[config.mk]
export PLATFORM = sky130hd
export DESIGN_NAME = audclk_divider
export DESIGN_NICKNAME = d
export VERILOG_FILES = /design/src/rtl/audclk_pkg.sv /design/src/rtl/audclk_mdiv.sv /design/src/rtl/audclk_bgen.sv /design/src/rtl/audclk_lrgen.sv /design/src/rtl/audclk_divider.sv
export SDC_FILE = /design/constraint.sdc
export NUM_CORES = 1
export LEC_CHECK = 0
export BUFFER_PORTS_ARGS = -buffer_cell sky130_fd_sc_hd__buf_2
export CORE_AREA = 2 2 62 64
export DETAILED_ROUTE_END_ITERATION = 16
export DIE_AREA = 0 0 64 66
export GPL_ROUTABILITY_DRIVEN = 0
export SLEW_MARGIN = 20
export SYNTH_ARGS = -nofsm -noshare
export SYNTH_HDL_FRONTEND = slang
export SYNTH_SLANG_ARGS = --single-unit
[constraint.sdc]
create_clock -name clk -period 3.4 [get_ports clk]
set_input_delay 0.34 -clock clk [delete_from_list [all_inputs] [get_ports clk]]
set_output_delay 0.34 -clock clk [all_outputs]
set_load 0.01 [all_outputs]
[src/rtl/audclk_pkg.sv]
package audclk_pkg;

  localparam int RATIO_W = 5;

  typedef struct packed {
    logic       mclk_en;
    logic [2:0] bsel;
    logic [3:0] msel;
  } audclk_cfg_t;

  function automatic logic [RATIO_W-1:0] bclk_ratio(input logic [2:0] code);
    case (code)
      3'd0:    bclk_ratio = RATIO_W'(2);
      3'd1:    bclk_ratio = RATIO_W'(4);
      3'd2:    bclk_ratio = RATIO_W'(6);
      3'd3:    bclk_ratio = RATIO_W'(8);
      3'd4:    bclk_ratio = RATIO_W'(12);
      default: bclk_ratio = RATIO_W'(16);
    endcase
  endfunction

  function automatic logic [RATIO_W-1:0] mclk_ratio(input logic [3:0] code);
    case (code)
      4'd0:    mclk_ratio = RATIO_W'(1);
      4'd1:    mclk_ratio = RATIO_W'(2);
      4'd2:    mclk_ratio = RATIO_W'(4);
      4'd3:    mclk_ratio = RATIO_W'(6);
      4'd4:    mclk_ratio = RATIO_W'(8);
      4'd5:    mclk_ratio = RATIO_W'(12);
      4'd6:    mclk_ratio = RATIO_W'(16);
      default: mclk_ratio = RATIO_W'(24);
    endcase
  endfunction

endpackage

[src/rtl/audclk_mdiv.sv]
module audclk_mdiv #(
  parameter int RW = 5
) (
  input  logic          clk,
  input  logic          rst_n,
  input  logic          run,
  input  logic [RW-1:0] ratio,
  output logic          tick
);
  logic [RW-1:0] cnt_q;
  logic          last;

  assign last = (cnt_q == ratio - RW'(1));
  assign tick = run && last;

  always_ff @(posedge clk or negedge rst_n) begin
    if (!rst_n)      cnt_q <= '0;
    else if (!run)   cnt_q <= '0;
    else if (last)   cnt_q <= '0;
    else             cnt_q <= cnt_q + RW'(1);
  end

  // the phase counter never leaves the selected ratio
  p_cnt_bound_r2: assert property (@(posedge clk) disable iff (!rst_n)
    run |-> (cnt_q < ratio));

endmodule

[src/rtl/audclk_bgen.sv]
module audclk_bgen #(
  parameter int RW = 5
) (
  input  logic          clk,
  input  logic          rst_n,
  input  logic          run,
  input  logic          tick,
  input  logic [RW-1:0] ratio,
  output logic          fall_now,
  output logic          bclk_o,
  output logic          fall_o
);
  localparam int HW = RW - 1;

  logic [HW-1:0] half;
  logic [HW-1:0] cnt_q;
  logic          bclk_q;
  logic          edge_now;

  assign half     = ratio[RW-1:1];
  assign edge_now = run && tick && (cnt_q == half - HW'(1));
  assign fall_now = edge_now && bclk_q;
  assign bclk_o   = bclk_q;

  always_ff @(posedge clk or negedge rst_n) begin
    if (!rst_n) begin
      cnt_q  <= '0;
      bclk_q <= 1'b0;
      fall_o <= 1'b0;
    end else if (!run) begin
      cnt_q  <= '0;
      bclk_q <= 1'b0;
      fall_o <= 1'b0;
    end else begin
      fall_o <= fall_now;
      if (edge_now) begin
        cnt_q  <= '0;
        bclk_q <= ~bclk_q;
      end else if (tick) begin
        cnt_q  <= cnt_q + HW'(1);
      end
    end
  end

  // the bit clock only moves on a master tick
  p_toggle_on_tick_r1: assert property (@(posedge clk) disable iff (!rst_n)
    ($past(run) && (bclk_q != $past(bclk_q))) |-> $past(tick));

  // half-period counter stays inside its window
  p_half_window_r5: assert property (@(posedge clk) disable iff (!rst_n)
    run |-> (cnt_q < half));

  // the strobe marks a true high-to-low transition
  p_fall_strobe_r9: assert property (@(posedge clk) disable iff (!rst_n)
    fall_o |-> (!bclk_q && $past(bclk_q)));

endmodule

[src/rtl/audclk_lrgen.sv]
module audclk_lrgen #(
  parameter int WORD_BITS = 16
) (
  input  logic clk,
  input  logic rst_n,
  input  logic run,
  input  logic fall_now,
  output logic frame_now,
  output logic lrclk_o,
  output logic frame_o
);
  localparam int BW = (WORD_BITS > 1) ? $clog2(WORD_BITS) : 1;

  logic [BW-1:0] bit_q;
  logic          lr_q;
  logic          word_end;

  assign word_end  = run && fall_now && (bit_q == BW'(WORD_BITS - 1));
  assign frame_now = word_end && lr_q;
  assign lrclk_o   = lr_q;

  always_ff @(posedge clk or negedge rst_n) begin
    if (!rst_n) begin
      bit_q   <= '0;
      lr_q    <= 1'b0;
      frame_o <= 1'b0;
    end else if (!run) begin
      bit_q   <= '0;
      lr_q    <= 1'b0;
      frame_o <= 1'b0;
    end else begin
      frame_o <= frame_now;
      if (word_end) begin
        bit_q <= '0;
        lr_q  <= ~lr_q;
      end else if (fall_now) begin
        bit_q <= bit_q + BW'(1);
      end
    end
  end

  // the frame clock moves only with a bit-clock falling edge
  p_lr_on_fall_r6: assert property (@(posedge clk) disable iff (!rst_n)
    ($past(run) && (lr_q != $past(lr_q))) |-> $past(fall_now));

  // frame strobe follows the high-to-low frame transition
  p_frame_strobe_r6: assert property (@(posedge clk) disable iff (!rst_n)
    frame_o |-> (!lr_q && $past(lr_q)));

endmodule

[src/rtl/audclk_divider.sv]
module audclk_divider #(
  parameter int WORD_BITS = 16
) (
  input  logic       clk,
  input  logic       rst_n,
  input  logic       run_i,
  input  logic [7:0] cfg_i,
  output logic       mclk_ce_o,
  output logic       bclk_o,
  output logic       bclk_fall_o,
  output logic       lrclk_o,
  output logic       frame_o
);
  import audclk_pkg::*;

  audclk_cfg_t          act_q;
  logic [RATIO_W-1:0]   m_ratio;
  logic [RATIO_W-1:0]   b_ratio;
  logic                 tick;
  logic                 fall_now;
  logic                 frame_now;

  always_ff @(posedge clk or negedge rst_n) begin
    if (!rst_n)                   act_q <= '0;
    else if (!run_i || frame_now) act_q <= audclk_cfg_t'(cfg_i);
  end

  assign m_ratio   = mclk_ratio(act_q.msel);
  assign b_ratio   = bclk_ratio(act_q.bsel);
  assign mclk_ce_o = tick && act_q.mclk_en;

  audclk_mdiv #(.RW(RATIO_W)) u_mdiv (
    .clk   (clk),
    .rst_n (rst_n),
    .run   (run_i),
    .ratio (m_ratio),
    .tick  (tick)
  );

  audclk_bgen #(.RW(RATIO_W)) u_bgen (
    .clk      (clk),
    .rst_n    (rst_n),
    .run      (run_i),
    .tick     (tick),
    .ratio    (b_ratio),
    .fall_now (fall_now),
    .bclk_o   (bclk_o),
    .fall_o   (bclk_fall_o)
  );

  audclk_lrgen #(.WORD_BITS(WORD_BITS)) u_lrgen (
    .clk       (clk),
    .rst_n     (rst_n),
    .run       (run_i),
    .fall_now  (fall_now),
    .frame_now (frame_now),
    .lrclk_o   (lrclk_o),
    .frame_o   (frame_o)
  );

  // while running, the active setting moves only at a frame boundary
  p_cfg_at_frame_r7: assert property (@(posedge clk) disable iff (!rst_n)
    ($past(run_i) && (act_q != $past(act_q))) |-> $past(frame_now));

endmodule

# Word level (Yosys, flattened, before mapping)
# Index checks and enable logic that the tools add are counted.
word_totals:
  register_bits: 25
  input_bits: 11
  out_inout_bits: 5
  wordCells: 62
classes:
  n_addsub: 5
  eq_ne: 17
  n_mux: 16
  n_bitwise: 2
  reduce_logical: 12
op_table:
  columns: ["op", "count"]
  rows:
  - ["one-hot mux 5 bit (7 select lines)", 1]
  - ["one-hot mux 5 bit (5 select lines)", 1]
  - ["two-way mux 4 bit", 6]
  - ["equality test 4 x 3 -> 1 bit, second input constant", 3]
  - ["two-way mux 5 bit", 2]
  - ["adder 4 x 1 -> 4 bit, second input constant", 2]
  - ["equality test 4 x 2 -> 1 bit, second input constant", 2]
  - ["logical AND 1 bit", 8]
  - ["equality test 3 x 2 -> 1 bit, second input constant", 2]
  - ["two-way mux 1 bit", 6]
  - ["!= test 3 x 1 -> 1 bit, second input constant", 2]
  - ["adder 5 x 1 -> 5 bit, second input constant", 1]
  - ["equality test 5 bit", 1]
  - ["subtractor 5 x 1 -> 5 bit, second input constant", 1]
  - ["equality test 4 x 1 -> 1 bit, second input constant", 1]
  - ["equality test 4 bit", 1]
  - ["equality test 4 bit, second input constant", 1]
  - ["zero test 4 bit", 1]
  - ["!= test 2 x 1 -> 1 bit, second input constant", 2]
  - ["subtractor 4 x 1 -> 4 bit, second input constant", 1]
  - ["equality test 3 x 1 -> 1 bit, second input constant", 1]
  - ["equality test 3 bit, second input constant", 1]
  - ["zero test 3 bit", 1]
  - ["inverter 1 bit", 2]
  - ["2 further kinds", 2]

# Longest topological paths before layout
depth:
  word_depth: 12
  mapped_depth: 10

# By module
# From an unflattened synthesis, not the netlist that was laid out.
unflattened:
  hier_cells: 137
  area_unflattened_um2: 1473.9
by_module_without_submodules:
  columns: ["mod", "instances", "cells_per_inst", "area_each_um2"]
  rows:
  - ["audclk_divider", 1, 35, 451.7]
  - ["audclk_bgen", 1, 37, 382.9]
  - ["audclk_mdiv", 1, 38, 352.8]
  - ["audclk_lrgen", 1, 27, 286.5]

# Worst setup path after synthesis
# No wires, ideal clock.
synth_timing:
  path_type: "reg-to-output"
  start: "reg act_q[3] (netlist bit)"
  end: "out mclk_ce_o"
  arrival_time_ns: 2.451
  required_time_ns: 3.060
  slack_ns: 0.609
  path_stages_with_launch: 10
  path_buffers: 1
  cell_sequence: "dfrtp_1 > nor4_2 > inv_1 > ha_1 > nor3b_1 > a2111oi_1 > o311ai_1 > clkbuf_1 > nor2_1 > and3_1"
synth_between:
  elab_chain_len: 6
  elab_cells_between_ends: 12
synth_rtl:
  columns: ["item", "line", "rtl"]
  rows:
  - ["start, declared", "audclk_divider.sv:16", "audclk_cfg_t act_q;"]
  - ["start signal, assigned", "audclk_divider.sv:25", "else if (!run_i || frame_now) act_q <= audclk_cfg_t'(cfg_i);"]
  - ["equality test 4 x 3 -> 1 bit, or another cell as far along", "audclk_pkg.sv:23", "case (code)"]
  - ["one-hot mux 5 bit (7 select lines) (*)", "audclk_pkg.sv:23", null]
  - ["subtractor 5 x 1 -> 5 bit (*)", "audclk_mdiv.sv:13", "assign last = (cnt_q == ratio - RW'(1));"]
  - ["equality test 5 bit (*)", "audclk_mdiv.sv:13", null]
  - ["logical AND 1 bit (*)", "audclk_mdiv.sv:14", "assign tick = run && last;"]
  - ["logical AND 1 bit (*)", "audclk_divider.sv:30", "assign mclk_ce_o = tick && act_q.mclk_en;"]
  - ["end, declared", "audclk_divider.sv:8", "output logic mclk_ce_o,"]
# Every way passes the cells marked *; elsewhere a longest branch is shown, timed or not.

# Worst setup path after layout
# Ends and elaborated chain as after synthesis.

==> flow_summary.yaml <==
outcome:
  status: "finished, final reports clean"
clock_network:
  clkSinkCount: 25
  clock_latency_ns: 0.33
  cts_tree: "yes"
  htreeDepth: 1
  cts_buffer_depth: 2
  cts_inserted_buffers: 3
  clkSlewWorstSetupHoldPaths_ns: 0.15
  root_buffer: "clkbuf_4"
grt:
  grt_pass1_wl_um: 5750
  grt_max_degree: 26
  grt_pass1_vias: 1170
  grtUsageTotal: 0.176
  overflow: 0
  grt_antenna_before_repair: 0
final_layout:
  postLayoutCellArea_sq_um: 1700
  synthToLayoutAreaGrowth_pct: 11.1
  final_util: 0.479
  multi_input_area_sq_um: 868
  drive_gt1_frac: 0.239
  diodes: 0
  fillers: 337
  layout.nets: 180
  register_area_sq_um: 626
die:
  core_area_sq_um: 3550
  die_height_um: 66
  die_x_um: 64
  io_pins: 16
  die_area_sq_um: 4220
  start_util: 0.431
  rows: 22
place:
  dp_hpwl_um: 2360
  numPortBuffers: 15
  dpl-instance-area_sq_um: 1640
  post-place-ws_ns: 0.269
setup_path:
  worstSetupPathDepth: 9
  reg2reg_slack_ns: 0.33
  path_max_fanout: 8
  worstPathRequired_ns: 3.06
  path_buf_inv: 2
  r2r_end: "act_q[4]"
  worstPathArrival_ns: 2.75
  crit_chain: "nor4_2 -> inv_1 -> ha_1 -> nor3b_1 -> a2111oi_2 -> o311ai_1 -> nor2_2 -> and3_1 -> buf_2"
  slowest_stage: "dfrtp_1"
  end_kind: "primary output"
  r2r-start: "act_q[3]"
  startpoint_type: "register"
  cp_top_family: "simple AND/OR/NAND/NOR gates"
  reg2regPathDepth: 8
  cpPeakStageDelay_ns: 0.49
  critical_path_class: "register to primary output"
detailed_routing:
  via_per_inst: 5.79
  drc_errors: 0
  drt_iter0_drc: 81
  ant_nets: 0
  vias: 1222
  wire_per_inst_um: 15.5
  routed_wl_um: 3270
  firstDrtPassIters: 4
hold_path:
  whs_path_depth: 2
  whs_endpoint: "act_q[1]"
  hp-start: "cfg_i[1]"
  hold_path.class: "input pin to register"
timing:
  fin_hold_ws_ns: 0.226
  clock_skew_ns: 0.00123
  finalSetupViolCount: 0
  period_share: 0.909
  period_needed_ns: 3.09
  fmax_mhz: 324
  rsz0062_at_grt: "false"
  finalSetupTns_ns: 0
  fin_ws_ns: 0.311
  worst_slew_pin_slew_ns: 0.562
  maxSlewViolCount: 0
  relSlewSlack: 0.625
  hold_violations: 0
synth:
  async_reset_ff_frac: 1.00
  yosysUniqueCellTypes: 45
  yosys_warnings: 0
  synth_edf_count: 0
  synth_ff_type: "dfrtp_1"
  syn_inst: 147
  synth_nets: 163
  synth.ff_latch_count: 25
  synth.avg_cell_area_sq_um: 10.4
  ys_seq_area_frac: 0.409
  synth_area_sq_um: 1530
run:
  maxCapViolations: 0
power_and_ir_drop:
  leakagePower_nw: 0.739
  p_per_area_nw_per_um2: 359
  ir_drop_v: 0.000209
through the flow:
| step | instances | power (W) |
|---|---|---|
| after floorplan | 147 | 0.000431 |
| after CTS | 210 | 0.000613 |
| final | 211 | 0.000610 |
| after global routing | 211 | 0.000654 |
| after detailed placement | 205 | 0.000469 |
| after global placement | 205 | 0.000464 |
synth_stat cells, types with 2 or more instances:
master | instances | area, sq um
a21oi_1 | 6 | 30.0
or3_1 | 3 | 18.8
o21ai_0 | 5 | 25.0
xnor2_1 | 4 | 35.0
and4_1 | 3 | 26.3
xor2_1 | 6 | 52.6
and3_1 | 4 | 25.0
ha_1 | 5 | 62.6
o311ai_1 | 2 | 17.5
nand2b_1 | 5 | 31.3
dfrtp_1 | 25 | 626
nand4_1 | 5 | 31.3
nand3_1 | 6 | 30.0
o31ai_1 | 4 | 30.0
or4_1 | 2 | 15.0
nor3_1 | 5 | 25.0
clkbuf_1 | 5 | 18.8
o21ai_1 | 2 | 10.0
mux2_4 | 8 | 120
o41ai_1 | 2 | 17.5
nor3b_1 | 2 | 15.0
nand2_1 | 8 | 30.0
inv_1 | 2 | 7.51
mux2i_1 | 2 | 20.0
nor4_1 | 3 | 18.8
nor2_1 | 4 | 15.0
power breakdown:
part           internal, W  switching, W
Clock            0.0000451     0.0000983
Combinational    0.0000615     0.0000719
Sequential        0.000311     0.0000225
worst reg2reg max path: stages, from the launching register on:
cell and delay, ns:
dfrtp_1 0.49, nor4_2 0.37, inv_1 0.08, ha_1 0.26, nor3b_1 0.17, a2111oi_2 0.41, o311ai_1 0.19, o41a_1 0.64
mux2_4 0.37
how the worst max path moves through the flow:
stage	from	end	slack (ns)
3_5_place_dp	act_q[3]	act_q[4]	0.27
6_report	act_q[3]	mclk_ce_o	0.31
3_3_place_gp	act_q[3]	act_q[1]	0.38
4_1_cts	act_q[3]	mclk_ce_o	0.02
2_1_floorplan	act_q[3]	mclk_ce_o	0.61
5_1_grt	act_q[3]	mclk_ce_o	0.03
final cells by class:
cell class                      count  share of cell area
Multi-Input combinational cell    113               0.511
Sequential cell                    25               0.368
Timing Repair Buffer               19              0.0633
Tap cell                           48              0.0353
Clock buffer                        3              0.0133
Clock inverter                      1             0.00442
Inverter                            2             0.00442
metal layers:
| metal | global-route usage | up-vias | part of all wire |
|---|---|---|---|
| li1 | - | 592 | - |
| met5 | 0 | - | 0 |
| met3 | 0.0392 | 2 | 0.032 |
| met4 | 0.0353 | 0 | 0.0055 |
| met1 | 0.241 | 610 | 0.46 |
| met2 | 0.285 | 18 | 0.51 |
logic make-up after synthesis:
kind of cell / count (synthesis) / share of synthesized area
compound gates: 27 / 0.125
xor+xnor: 10 / 0.0573
fa+ha+maj: 5 / 0.0409
buf+inv: 9 / 0.0278
flops: 25 / 0.409
mux: 10 / 0.0917
simple gates: 61 / 0.248
sequential cells by signal, summed over array words and instances, names as in the netlist:
name	count
act_q	8
u_bgen.bclk_o	1
u_lrgen.frame_o	1
u_lrgen.bit_q	4
u_bgen.cnt_q	4
u_lrgen.lrclk_o	1
u_mdiv.cnt_q	5
u_bgen.fall_o	1
timing repair:
| action | in CTS | in global routing |
|---|---|---|
| setup endpoints to repair | 0 | 1 |
| hold endpoints to repair | 23 | 0 |
| hold buffers | 1 | 0 |
| resized for setup | 0 | 2 |
| buffers inserted | 0 | 1 |
cell usage in the layout (no fill, tap or decap), drive strengths merged, types with 3 or more instances in the layout:
master / count
nand4: 6
mux2: 8
clkbuf: 3
nand2: 8
nand3: 6
and4: 4
nor4: 4
o21ai: 7
xor2: 6
buf: 18
o31ai: 4
nor2: 4
dfrtp: 25
nand2b: 5
or3: 3
and3: 5
xnor2: 4
nor3: 5
a21oi: 6
ha: 5
(Power assumes the default switching activity.)
